[config.mk]
export PLATFORM = sky130hd
export DESIGN_NAME = xlat_probe
export DESIGN_NICKNAME = d
export VERILOG_FILES = /design/src/rtl/probe_pkg.sv /design/src/rtl/probe_regions.sv /design/src/rtl/probe_tlb.sv /design/src/rtl/probe_ctrl.sv /design/src/rtl/xlat_probe.sv
export SDC_FILE = /design/constraint.sdc
export NUM_CORES = 2
export LEC_CHECK = 0
export ABC_AREA = 1
export BUFFER_PORTS_ARGS = -buffer_cell sky130_fd_sc_hd__buf_2
export CORE_ASPECT_RATIO = 1.2
export CORE_MARGIN = 3
export CORE_UTILIZATION = 50
export DETAILED_ROUTE_END_ITERATION = 7
export GPL_ROUTABILITY_DRIVEN = 0
export HOLD_SLACK_MARGIN = 0.08
export PLACE_DENSITY = 0.68
export SYNTH_ARGS = -nofsm -noshare
export SYNTH_HDL_FRONTEND = slang
export SYNTH_SLANG_ARGS = --single-unit
[constraint.sdc]
create_clock -name clk -period 28.3 [get_ports clk]
set_input_delay 8.49 -clock clk [delete_from_list [all_inputs] [get_ports clk]]
set_output_delay 8.49 -clock clk [all_outputs]
set_load 0.02 [all_outputs]
[src/rtl/probe_pkg.sv]
package probe_pkg;

  typedef enum logic [2:0] {
    FLT_NONE    = 3'd0,
    FLT_VIRT    = 3'd1,
    FLT_PRIV    = 3'd2,
    FLT_NATCON  = 3'd3,
    FLT_DTLB    = 3'd4,
    FLT_NOTPRES = 3'd5,
    FLT_ALTDTLB = 3'd6,
    FLT_NESTED  = 3'd7
  } fault_e;

  typedef enum logic [0:0] {
    ST_IDLE = 1'b0,
    ST_WALK = 1'b1
  } probe_state_e;

endpackage

[src/rtl/probe_regions.sv]
module probe_regions #(
  parameter int REG_CNT = 8,
  parameter int RID_W   = 24,
  localparam int IDX_W  = $clog2(REG_CNT)
) (
  input  logic             clk,
  input  logic             rst_n,
  input  logic             wr_en,
  input  logic [IDX_W-1:0] wr_idx,
  input  logic [RID_W-1:0] wr_rid,
  input  logic [IDX_W-1:0] rd_idx,
  output logic [RID_W-1:0] rd_rid
);

  logic [RID_W-1:0] rid_q [REG_CNT];

  for (genvar g = 0; g < REG_CNT; g++) begin : g_reg
    logic sel;
    assign sel = wr_en && (wr_idx == IDX_W'(g));

    always_ff @(posedge clk or negedge rst_n) begin
      if (!rst_n)   rid_q[g] <= '0;
      else if (sel) rid_q[g] <= wr_rid;
    end
  end

  assign rd_rid = rid_q[rd_idx];

endmodule

[src/rtl/probe_tlb.sv]
module probe_tlb #(
  parameter int ENTRIES = 8,
  parameter int RID_W   = 24,
  parameter int VPN_W   = 52,
  parameter int PPN_W   = 38,
  localparam int PTR_W  = $clog2(ENTRIES)
) (
  input  logic             clk,
  input  logic             rst_n,
  input  logic             ins_en,
  input  logic             ins_present,
  input  logic [RID_W-1:0] ins_rid,
  input  logic [VPN_W-1:0] ins_vpn,
  input  logic [PPN_W-1:0] ins_ppn,
  input  logic [RID_W-1:0] lk_rid,
  input  logic [VPN_W-1:0] lk_vpn,
  output logic             lk_hit,
  output logic             lk_present,
  output logic [PPN_W-1:0] lk_ppn
);

  logic [ENTRIES-1:0] valid_q;
  logic [ENTRIES-1:0] present_q;
  logic [RID_W-1:0]   rid_q [ENTRIES];
  logic [VPN_W-1:0]   vpn_q [ENTRIES];
  logic [PPN_W-1:0]   ppn_q [ENTRIES];
  logic [PTR_W-1:0]   ptr_q, ptr_d;

  // round-robin victim pointer
  always_comb begin
    ptr_d = ptr_q;
    if (ins_en) begin
      if (ptr_q == PTR_W'(ENTRIES - 1)) ptr_d = '0;
      else                              ptr_d = ptr_q + PTR_W'(1);
    end
  end

  always_ff @(posedge clk or negedge rst_n) begin
    if (!rst_n) ptr_q <= '0;
    else        ptr_q <= ptr_d;
  end

  for (genvar g = 0; g < ENTRIES; g++) begin : g_ent
    logic sel;
    assign sel = ins_en && (ptr_q == PTR_W'(g));

    always_ff @(posedge clk or negedge rst_n) begin
      if (!rst_n) begin
        valid_q[g]   <= 1'b0;
        present_q[g] <= 1'b0;
      end else if (sel) begin
        valid_q[g]   <= 1'b1;
        present_q[g] <= ins_present;
      end
    end

    always_ff @(posedge clk) begin
      if (sel) begin
        rid_q[g] <= ins_rid;
        vpn_q[g] <= ins_vpn;
        ppn_q[g] <= ins_ppn;
      end
    end
  end

  // associative match, lowest slot wins
  always_comb begin
    lk_hit     = 1'b0;
    lk_present = 1'b0;
    lk_ppn     = '0;
    for (int i = ENTRIES - 1; i >= 0; i--) begin
      if (valid_q[i] && (rid_q[i] == lk_rid) && (vpn_q[i] == lk_vpn)) begin
        lk_hit     = 1'b1;
        lk_present = present_q[i];
        lk_ppn     = ppn_q[i];
      end
    end
  end

  // an insert lands in the slot the pointer held
  a_r11_slot_filled: assert property (@(posedge clk) disable iff (!rst_n)
    ins_en |=> valid_q[$past(ptr_q)]);

endmodule

[src/rtl/probe_ctrl.sv]
module probe_ctrl
  import probe_pkg::*;
#(
  parameter int VA_W  = 64,
  parameter int PG_W  = 12,
  parameter int RID_W = 24,
  parameter int PPN_W = 38,
  localparam int VPN_W = VA_W - PG_W,
  localparam int PA_W  = PPN_W + PG_W
) (
  input  logic             clk,
  input  logic             rst_n,
  input  logic             req_valid,
  input  logic             req_pred,
  input  logic [VA_W-1:0]  src_addr,
  input  logic             src_tag,
  input  logic [1:0]       cpl,
  input  logic             xlat_en,
  input  logic             intr_coll,
  input  logic             vm_mode,
  input  logic [RID_W-1:0] cur_rid,
  input  logic             tlb_hit,
  input  logic             tlb_present,
  input  logic [PPN_W-1:0] tlb_ppn,
  input  logic             walk_rsp_valid,
  input  logic             walk_rsp_hit,
  input  logic             walk_rsp_present,
  input  logic [PPN_W-1:0] walk_rsp_ppn,
  output logic             walk_req,
  output logic [RID_W-1:0] walk_rid,
  output logic [VPN_W-1:0] walk_vpn,
  output logic             busy,
  output logic             done,
  output logic             res_wr,
  output logic [PA_W-1:0]  res_paddr,
  output logic             fault_valid,
  output fault_e           fault_code,
  output logic             isr_na
);

  probe_state_e     state_q, state_d;
  logic             done_q, done_d;
  logic             wr_q, wr_d;
  fault_e           flt_q, flt_d;
  logic             na_q;
  logic [PA_W-1:0]  pa_q, pa_d;
  logic [RID_W-1:0] wrid_q;
  logic [VPN_W-1:0] wvpn_q;
  logic [PG_W-1:0]  off_q;
  logic             accept, capture;

  assign accept = req_valid && (state_q == ST_IDLE);

  always_comb begin
    state_d = state_q;
    done_d  = 1'b0;
    wr_d    = 1'b0;
    flt_d   = FLT_NONE;
    pa_d    = pa_q;
    capture = 1'b0;
    if (accept) begin
      done_d = 1'b1;
      if (!req_pred) begin
        done_d = 1'b1;
      end else if (vm_mode) begin
        flt_d = FLT_VIRT;
      end else if (cpl != 2'd0) begin
        flt_d = FLT_PRIV;
      end else if (src_tag) begin
        flt_d = FLT_NATCON;
      end else if (tlb_hit && tlb_present) begin
        wr_d = 1'b1;
        pa_d = {tlb_ppn, src_addr[PG_W-1:0]};
      end else if (xlat_en) begin
        done_d  = 1'b0;
        capture = 1'b1;
        state_d = ST_WALK;
      end else if (intr_coll) begin
        flt_d = FLT_ALTDTLB;
      end else begin
        flt_d = FLT_NESTED;
      end
    end else if ((state_q == ST_WALK) && walk_rsp_valid) begin
      state_d = ST_IDLE;
      done_d  = 1'b1;
      if (!walk_rsp_hit) begin
        flt_d = FLT_DTLB;
      end else if (!walk_rsp_present) begin
        flt_d = FLT_NOTPRES;
      end else begin
        wr_d = 1'b1;
        pa_d = {walk_rsp_ppn, off_q};
      end
    end
  end

  always_ff @(posedge clk or negedge rst_n) begin
    if (!rst_n) begin
      state_q <= ST_IDLE;
      done_q  <= 1'b0;
      wr_q    <= 1'b0;
      flt_q   <= FLT_NONE;
      na_q    <= 1'b0;
      pa_q    <= '0;
    end else begin
      state_q <= state_d;
      done_q  <= done_d;
      wr_q    <= wr_d;
      flt_q   <= flt_d;
      na_q    <= (flt_d != FLT_NONE);
      pa_q    <= pa_d;
    end
  end

  always_ff @(posedge clk or negedge rst_n) begin
    if (!rst_n) begin
      wrid_q <= '0;
      wvpn_q <= '0;
      off_q  <= '0;
    end else if (capture) begin
      wrid_q <= cur_rid;
      wvpn_q <= src_addr[VA_W-1:PG_W];
      off_q  <= src_addr[PG_W-1:0];
    end
  end

  assign walk_req    = (state_q == ST_WALK);
  assign busy        = (state_q == ST_WALK);
  assign walk_rid    = wrid_q;
  assign walk_vpn    = wvpn_q;
  assign done        = done_q;
  assign res_wr      = wr_q;
  assign res_paddr   = pa_q;
  assign fault_code  = flt_q;
  assign fault_valid = (flt_q != FLT_NONE);
  assign isr_na      = na_q;

  a_r1_pred_off_nop: assert property (@(posedge clk) disable iff (!rst_n)
    (req_valid && !busy && !req_pred) |=> (done && !res_wr && !fault_valid));

  a_r4_tag_no_walk: assert property (@(posedge clk) disable iff (!rst_n)
    (accept && req_pred && !vm_mode && (cpl == 2'd0) && src_tag)
      |=> (!walk_req && (fault_code == FLT_NATCON)));

  a_r8_walk_held: assert property (@(posedge clk) disable iff (!rst_n)
    (walk_req && !walk_rsp_valid) |=> (walk_req && $stable(walk_vpn) && $stable(walk_rid)));

  a_r10_fault_status: assert property (@(posedge clk) disable iff (!rst_n)
    fault_valid |-> (isr_na && done && !res_wr));

  a_r9_walk_finishes: assert property (@(posedge clk) disable iff (!rst_n)
    (walk_req && walk_rsp_valid) |=> (done && !walk_req));

endmodule

[src/rtl/xlat_probe.sv]
module xlat_probe #(
  parameter int VA_W    = 64,
  parameter int PG_W    = 12,
  parameter int PPN_W   = 38,
  parameter int RID_W   = 24,
  parameter int ENTRIES = 8,
  parameter int REG_CNT = 8,
  localparam int VPN_W  = VA_W - PG_W,
  localparam int PA_W   = PPN_W + PG_W,
  localparam int RIDX_W = $clog2(REG_CNT)
) (
  input  logic              clk,
  input  logic              rst_n,
  input  logic              req_valid,
  input  logic              req_pred,
  input  logic [VA_W-1:0]   src_addr,
  input  logic              src_tag,
  input  logic [1:0]        cpl,
  input  logic              xlat_en,
  input  logic              intr_coll,
  input  logic              vm_mode,
  input  logic              rgn_wr_en,
  input  logic [RIDX_W-1:0] rgn_wr_idx,
  input  logic [RID_W-1:0]  rgn_wr_rid,
  input  logic              ins_en,
  input  logic              ins_present,
  input  logic [RID_W-1:0]  ins_rid,
  input  logic [VPN_W-1:0]  ins_vpn,
  input  logic [PPN_W-1:0]  ins_ppn,
  output logic              walk_req,
  output logic [RID_W-1:0]  walk_rid,
  output logic [VPN_W-1:0]  walk_vpn,
  input  logic              walk_rsp_valid,
  input  logic              walk_rsp_hit,
  input  logic              walk_rsp_present,
  input  logic [PPN_W-1:0]  walk_rsp_ppn,
  output logic              busy,
  output logic              done,
  output logic              res_wr,
  output logic [PA_W-1:0]   res_paddr,
  output logic              res_nat,
  output logic              fault_valid,
  output logic [2:0]        fault_code,
  output logic              isr_na,
  output logic              isr_r,
  output logic              isr_w
);

  logic [RID_W-1:0] cur_rid;
  logic             tlb_hit, tlb_present;
  logic [PPN_W-1:0] tlb_ppn;
  probe_pkg::fault_e flt;

  probe_regions #(.REG_CNT(REG_CNT), .RID_W(RID_W)) u_rgn (
    .clk    (clk),
    .rst_n  (rst_n),
    .wr_en  (rgn_wr_en),
    .wr_idx (rgn_wr_idx),
    .wr_rid (rgn_wr_rid),
    .rd_idx (src_addr[VA_W-1 -: RIDX_W]),
    .rd_rid (cur_rid)
  );

  probe_tlb #(.ENTRIES(ENTRIES), .RID_W(RID_W), .VPN_W(VPN_W), .PPN_W(PPN_W)) u_tlb (
    .clk         (clk),
    .rst_n       (rst_n),
    .ins_en      (ins_en),
    .ins_present (ins_present),
    .ins_rid     (ins_rid),
    .ins_vpn     (ins_vpn),
    .ins_ppn     (ins_ppn),
    .lk_rid      (cur_rid),
    .lk_vpn      (src_addr[VA_W-1:PG_W]),
    .lk_hit      (tlb_hit),
    .lk_present  (tlb_present),
    .lk_ppn      (tlb_ppn)
  );

  probe_ctrl #(.VA_W(VA_W), .PG_W(PG_W), .RID_W(RID_W), .PPN_W(PPN_W)) u_ctrl (
    .clk              (clk),
    .rst_n            (rst_n),
    .req_valid        (req_valid),
    .req_pred         (req_pred),
    .src_addr         (src_addr),
    .src_tag          (src_tag),
    .cpl              (cpl),
    .xlat_en          (xlat_en),
    .intr_coll        (intr_coll),
    .vm_mode          (vm_mode),
    .cur_rid          (cur_rid),
    .tlb_hit          (tlb_hit),
    .tlb_present      (tlb_present),
    .tlb_ppn          (tlb_ppn),
    .walk_rsp_valid   (walk_rsp_valid),
    .walk_rsp_hit     (walk_rsp_hit),
    .walk_rsp_present (walk_rsp_present),
    .walk_rsp_ppn     (walk_rsp_ppn),
    .walk_req         (walk_req),
    .walk_rid         (walk_rid),
    .walk_vpn         (walk_vpn),
    .busy             (busy),
    .done             (done),
    .res_wr           (res_wr),
    .res_paddr        (res_paddr),
    .fault_valid      (fault_valid),
    .fault_code       (flt),
    .isr_na           (isr_na)
  );

  assign fault_code = flt;
  assign res_nat    = 1'b0;   // translated result always carries a clear tag
  assign isr_r      = 1'b0;   // probe is never a read
  assign isr_w      = 1'b0;   // probe is never a write

  a_r5_write_no_fault: assert property (@(posedge clk) disable iff (!rst_n)
    res_wr |-> (done && !fault_valid && !res_nat));

endmodule

=== Yosys cells after proc, flatten, opt, wreduce, memory -nomap -nowiden ===
Memory sizes are Yosys's and may differ from the RTL's.
Cells that the tools add are included.
Widths: inputs -> output; s select.

* Add/sub/neg operators: 1
* $lt $le $gt $ge: 1
* Equal/unequal tests: 37
* Muxes and demuxes: 159
* Bitwise operators: 2
* Reductions and logical operators: 66

{| class="wikitable"
|+ Operator list
! operator !! count
|-
| $mux 38 || 15
|-
| $mux 50 || 9
|-
| $eq 52x52->1 || 8
|-
| $mux 52 || 7
|-
| $reduce_or 52->1 || 7
|-
| $reduce_or 38->1 || 7
|-
| $mux 24 || 9
|-
| $eq 24x24->1 || 8
|-
| $reduce_or 24->1 || 7
|-
| $mux 3 || 32
|-
| $mux 1 || 86
|-
| $bmux 24 s3 || 1
|-
| $logic_and 1x1->1 || 35
|-
| $eq 3x3->1 const B || 8
|-
| $ne 2x2->1 const B || 7
|-
| $eq 3x2->1 const B || 4
|-
| $reduce_and 8->1 || 1
|-
| $reduce_bool 2->1 || 4
|-
| $reduce_and 7->1 || 1
|-
| $eq 3x1->1 const B || 2
|-
| $logic_not 3->1 || 2
|-
| $reduce_bool 3->1 || 2
|-
| $ge 4x4->1 const B || 1
|-
| $not 3->4 || 1
|-
| other kinds (2) || 2
|}

* Bits in registers: 356
* Memory bits (writable): 912
* Input port bits: 259
* Output and inout port bits: 138
* Word-level logic and storage cells: 303
* Memories kept: 3

{| class="wikitable"
|+ Memories
! memory !! depth !! bits a word !! read ports !! clocked after memory_dff !! wr ports !! line !! RTL
|-
| u_tlb.vpn_q || 8 || 52 || 8 || 0 || 1 || probe_tlb.sv:25 || <nowiki>logic [VPN_W-1:0] vpn_q [ENTRIES];</nowiki>
|-
| u_tlb.ppn_q || 8 || 38 || 8 || 0 || 1 || probe_tlb.sv:26 || <nowiki>logic [PPN_W-1:0] ppn_q [ENTRIES];</nowiki>
|-
| u_tlb.rid_q || 8 || 24 || 8 || 0 || 1 || probe_tlb.sv:24 || <nowiki>logic [RID_W-1:0] rid_q [ENTRIES];</nowiki>
|}

=== Longest topological paths before layout ===
* Depth in word-level cells: 23
* Gate-level depth with buffers: 31
* Mapped depth without buffers: 27

=== Hierarchy ===
Synthesis repeated with hierarchy kept, for this count alone.

* Cells, all modules: 5890
* Area total of the unflattened synthesis: 57072.2 um2

{| class="wikitable"
|+ Modules (own cells, without submodules)
! module !! instances !! cells each !! area an instance (um2) !! seq. area each (um2)
|-
| probe_tlb || 1 || 3795 || 40871.7 || 27861.7
|-
| probe_regions || 1 || 1296 || 9574.2 || 4804.6
|-
| probe_ctrl || 1 || 795 || 6600.1 || 3628.5
|-
| xlat_probe || 1 || 4 || 26.3 || 0.0
|}

=== Worst setup path before layout ===
OpenSTA, ideal clock, no wires.

* Kind: input -> register
* Start: in ins_en
* End: reg u_tlb.present_q[1]
* Setup time: 0.119 ns
* Arrival time: 17.351 ns
* Required time: 28.181 ns
* Path slack: 10.830 ns
* Stages: 4
* Path buffers: 0
* Cells stage by stage: inv_1 -> nor3_1 -> inv_1 -> o21ai_0

* Word-level cells in the longest chain between the ends: 1

{| class="wikitable"
|+ RTL lines
! element !! line !! RTL
|-
| start: declaration || xlat_probe.sv:25 || <nowiki>input logic ins_en,</nowiki>
|-
| $logic_and 1x1->1 || probe_tlb.sv:45 || <nowiki>assign sel = ins_en && (ptr_q == PTR_W'(g));</nowiki>
|-
| via u_tlb.g_ent[1].sel || probe_tlb.sv:44 || <nowiki>logic sel;</nowiki>
|-
| end signal: indexed assignment || probe_tlb.sv:53 || <nowiki>present_q[g] <= ins_present;</nowiki>
|-
| end: declaration || probe_tlb.sv:23 || <nowiki>logic [ENTRIES-1:0] present_q;</nowiki>
|}

The timed path passes the listed nets, and every way through them passes these cells.
A chain may end at the register's enable or synchronous reset.

=== Final worst setup path ===
* Start: in src_addr[63]
* End: reg u_ctrl.wvpn_q[15] (netlist: u_ctrl.walk_vpn[15])

* Word-level cells in the longest chain between the ends: 22
* Elaborated cells on any way between the ends: 59
* Those cells by class: eq/ne: 16; mux: 25; bitwise: 1; reduce/logical: 17

{| class="wikitable"
|+ RTL lines
! element !! line !! RTL
|-
| start: declaration || xlat_probe.sv:16 || <nowiki>input logic [VA_W-1:0] src_addr,</nowiki>
|-
| $not 3->4 (implied by the code) || probe_regions.sv:27 || <nowiki>assign rd_rid = rid_q[rd_idx];</nowiki>
|-
| $bmux 24 s3 || probe_regions.sv:27 ||
|-
| $mux 24 (implied by the code) (2 in a row) || probe_regions.sv:27 ||
|-
| $eq 24x24->1 || probe_tlb.sv:72 || <nowiki>if (valid_q[i] && (rid_q[i] == lk_rid) && (vpn_q[i] == lk_vpn)) begin</nowiki>
|-
| $logic_and 1x1->1 (2 in a row) || probe_tlb.sv:72 ||
|-
| $mux 1 (8 in a row) || probe_tlb.sv:72 ||
|-
| $logic_and 1x1->1 (*) || probe_ctrl.sv:71 || <nowiki>end else if (tlb_hit && tlb_present) begin</nowiki>
|-
| $mux 1 (*) || probe_ctrl.sv:71 ||
|-
| $mux 1 (*) || probe_ctrl.sv:69 || <nowiki>end else if (src_tag) begin</nowiki>
|-
| $mux 1 (*) || probe_ctrl.sv:67 || <nowiki>end else if (cpl != 2'd0) begin</nowiki>
|-
| $mux 1 (*) || probe_ctrl.sv:65 || <nowiki>end else if (vm_mode) begin</nowiki>
|-
| $mux 1 (*) || probe_ctrl.sv:63 || <nowiki>if (!req_pred) begin</nowiki>
|-
| $mux 1 (*) || probe_ctrl.sv:61 || <nowiki>if (accept) begin</nowiki>
|-
| end signal: assignment || probe_ctrl.sv:122 || <nowiki>wvpn_q <= src_addr[VA_W-1:PG_W];</nowiki>
|-
| end: declaration || probe_ctrl.sv:48 || <nowiki>logic [VPN_W-1:0] wvpn_q;</nowiki>
|}

Mark *: on every way between the ends. The rest lies on a longest branch, timed or not. The select of a mux whose other input is x is not followed.

==> results.toml <==
[status]
outcome = "completed"

[cells_and_area]
layoutNonFillerInstCount = 7460
fin_area_mm2 = 0.0630
syn2layout_area_growth_pct = 12.8
nets = 6120
final_layout_size_suffix_gt1_frac = 0.132
n_fill_cell = 9396
post-route-util = 0.571

[global_route]
track_usage = 0.305
grt_use_met1 = 0.395
grt_pass1_wl_um = 260000
gr-total-overflow = 0
busiest_layer = "met2"
grt_start_max_net_pins = 174
use_met3 = 0.0673
met2_usage = 0.480
antenna_found_initial = 27
grt_pass1_vias = 40000

[clock_tree]
clock_latency_ns = 0.78
root_buffer = "clkbuf_16"
numCtsBuffers = 130
postCtsSetupRepairBufs = 0
ctsHoldBuffers = 0
cts_tree = "done"
clkSinkCount = 1268
clkTransAtPathRegs_ns = 0.06
cts_resized = 0
clockBufferDepth = 3
htree_num_levels = 4

[power]
p_comb_frac = 0.160
p_int_mw = 3.47
clkPwrFrac = 0.345
switching_power_mw = 1.42
ir_drop_mv = 0.0621
netSwitchingFraction = 0.291
p_per_area_mw_per_mm2 = 77.7
p_seq_frac = 0.495
p_leak_nw = 26.2

[route]
wl_per_cell_um = 23.9
vias_per_cell = 5.64
firstDrtPassIters = 6
drtIter0Drc = 5717
wl_um = 178000
detail-route-antenna-nets = 0
drc = 0
via_count = 42100

[synth]
synth.avg_cell_area_um2 = 10.1
synth_top_area_frac = 0.490
synth.yosys.warnings = 0
seq_area_frac_synth = 0.649
ys_types = 48
synth_cells = 5527
synth.largest_area_cell = "edfxtp_1"
synth_area_mm2 = 0.0559
yosys-top-cells-area = "edfxtp_1 49%, dfrtp_1 16%, nand2_1 11%, nor2_1 4.4%, o21ai_0 4.1%"
synth_seq_cells = 1268

[critical_path]
slowest_stage = "buf_4"
worstSetupEndpointType = "flip-flop"
critPathMaxFanout = 65
critPathTopFamily = "simple AND/OR/NAND/NOR gates"
path_cells = "buf_2 -> buf_4 -> inv_1 -> nand2_1 -> o21ai_0 -> nor2_1 -> nand4_1 -> nor2_1 -> nand3_1 -> nor2_1 -> nand3_1 -> nor2_1 -> nand3_1 -> nor2_4 -> buf_4 -> inv_2 -> nor2_1 -> nor2_1 -> a21boi_2 -> nand3_4 -> buf_4 -> buf_4 -> nand2_1 -> o21ai_2"
crit_arrival_ns = 15.51
path_buf_inv = 7
worstSetupStartpointType = "primary input"
required_ns = 28.93
crit_type = "primary input to flip-flop"
slowest_delay_ns = 0.60
cpMostUsedCell = "nor2_1"

[sta]
maxSlewViolCount = 0
setup_viol = 0
fmax_mhz = 67.2
fin_crit_ns = 14.88
worst_slack_ns = 13.42
finalSetupTns_ns = 0
finalHoldViolCount = 0
worst-slew-pin-transition_ns = 1.22
skew_ns = 0.0368
slew_headroom = 0.179
grt_setup_unrepaired = "no"
period_share = 0.526

[floorplanning]
core_mm2 = 0.110
boundaryPins = 397
dieArea_mm2 = 0.116
initial_core_util = 0.507
die_w_um = 311
num_rows = 133
die_h_um = 372

[placed_design]
numPortBuffers = 393
dpl-instance-area_mm2 = 0.0589
place_ws_ns = 12.86
place_inst = 7208
place_hpwl_um = 120000

[hold_path]
hold_path.class = "flip-flop to flip-flop"

[flow_run]
drv_cap = 0
-- final cells by class --
cell class / count / area [um^2] / share of cell area
diodes: 13 / 32.5 / 0.000516
clock buffers: 182 / 3630 / 0.0576
clock inverters: 57 / 513 / 0.00814
inverters: 386 / 1460 / 0.0232
multi-input cells: 3620 / 16800 / 0.267
flip-flops and latches: 1268 / 36300 / 0.576
well taps: 1485 / 1860 / 0.0295
repair buffers: 449 / 2410 / 0.0383
-- sequential cells by signal (all words and copies together) (netlist names), 3 cells and up --
name and cells:
u_rgn.rid_q 192, u_ctrl.walk_vpn 52, u_ctrl.fault_code 3, u_tlb.vpn_q 416, u_tlb.rid_q 192, u_tlb.ppn_q 304, u_ctrl.off_q 12, u_ctrl.res_paddr 50
u_tlb.present_q 8, u_tlb.valid_q 8, u_tlb.ptr_q 3, u_ctrl.walk_rid 24
-- cell families after synthesis --
group | after synthesis | synth area share
simple gates | 2648 | 0.193
buf+inv | 641 | 0.0507
other cells | 1 | 0.0000671
xor+xnor | 204 | 0.0321
compound gates | 759 | 0.0738
fa+ha+maj | 6 | 0.00134
flops | 1268 | 0.649
-- per-layer routing --
metal,wire (um),share of wire,up-vias
met5,69,0.00039,-
li1,-,-,18900
met2,81100,0.46,2431
met1,67300,0.38,20200
met4,11200,0.063,10
met3,18500,0.10,527
-- worst register-to-register path: stages, from the launching register on --
cell and delay, ns:
edfxtp_1 0.37, xnor2_1 0.55, nand4_1 0.33, nor4_1 0.76
nand2_1 0.11, nor2_1 0.19, nand2_1 0.32, nor2_1 0.19
nand4_1 0.16, nor2_4 0.14, buf_4 0.43, nand2_1 0.33
a21boi_2 0.26, nand3_4 0.50, buf_4 0.72, buf_4 0.75
nand2_1 0.24, o21ai_2 0.09
-- worst paths after layout --
| path | startpoint | depth (start not counted) | slack, ns | endpoint |
|---|---|---|---|---|
| hold / removal | u_tlb.valid_q[2] | 1 | 0.47 | u_tlb.valid_q[2] |
| setup / recovery | src_addr[63] | 24 | 13.42 | u_ctrl.walk_vpn[15] |
| setup reg to reg | u_tlb.vpn_q[0][50] | 17 | 21.79 | u_ctrl.walk_vpn[15] |
| hold reg to reg | u_tlb.valid_q[2] | 1 | 0.47 | u_tlb.valid_q[2] |
| min in group asynchronous | rst_n | 1 | 7.67 | u_tlb.valid_q[7] |
| max in group asynchronous | rst_n | 3 | 18.50 | u_tlb.valid_q[0] |
-- metrics by stage --
step / power, mW / hold WS [ns]
2_1_floorplan: 2.92 / 0.423
6_report: 4.90 / 0.473
5_1_grt: 5.08 / 0.481
3_3_place_gp: 3.21 / 0.447
3_5_place_dp: 3.23 / 0.447
4_1_cts: 4.91 / 0.461
-- cell usage after synthesis, drive strengths merged --
cell     count
a211oi       9
a21boi       2
a21oi      105
a221oi       5
a22o         6
a31o         1
and2         1
buf        132
clkbuf     123
clkinv       6
conb         1
dfrtp      356
edfxtp     912
ha           6
inv        380
nand2     1632
nand3      213
nand3b      36
nand4       26
nor2       667
nor3        17
nor4         6
o2111ai      2
o211ai      17
o21ai      570
o22ai       42
or2         49
or3          1
xnor2      118
xor2        86
-- power groups by stage --
stage               logic, mW  registers, mW  clock network (mW)
global placement        0.761           2.45                   0
detailed placement      0.776           2.45                   0
floorplan               0.393           2.53                   0
CTS                     0.780           2.42                1.71
finish                  0.783           2.42                1.69
global route            0.852           2.45                1.78
-- cells in the final DEF, fill, tap and decap left out, types with 12 or more instances in the layout --
cell type and instances:
or2_2 47, inv_1 373, o21ai_2 40, clkinv_2 20, a21oi_1 105, edfxtp_1 912, nand3_1 199, clkbuf_1 37
nand3_2 12, buf_2 391, xnor2_1 118, o211ai_1 17, nand2_1 1617, nor2_1 650, diode_2 13, clkinv_1 19
buf_4 56, o21ai_1 69, dfrtp_1 356, o21ai_0 461, inv_6 12, clkbuf_8 12, nor2_2 15, o22ai_1 42
clkbuf_16 133, nand3b_1 36, nand4_1 26, xor2_1 85
(Power assumes the default switching activity.)
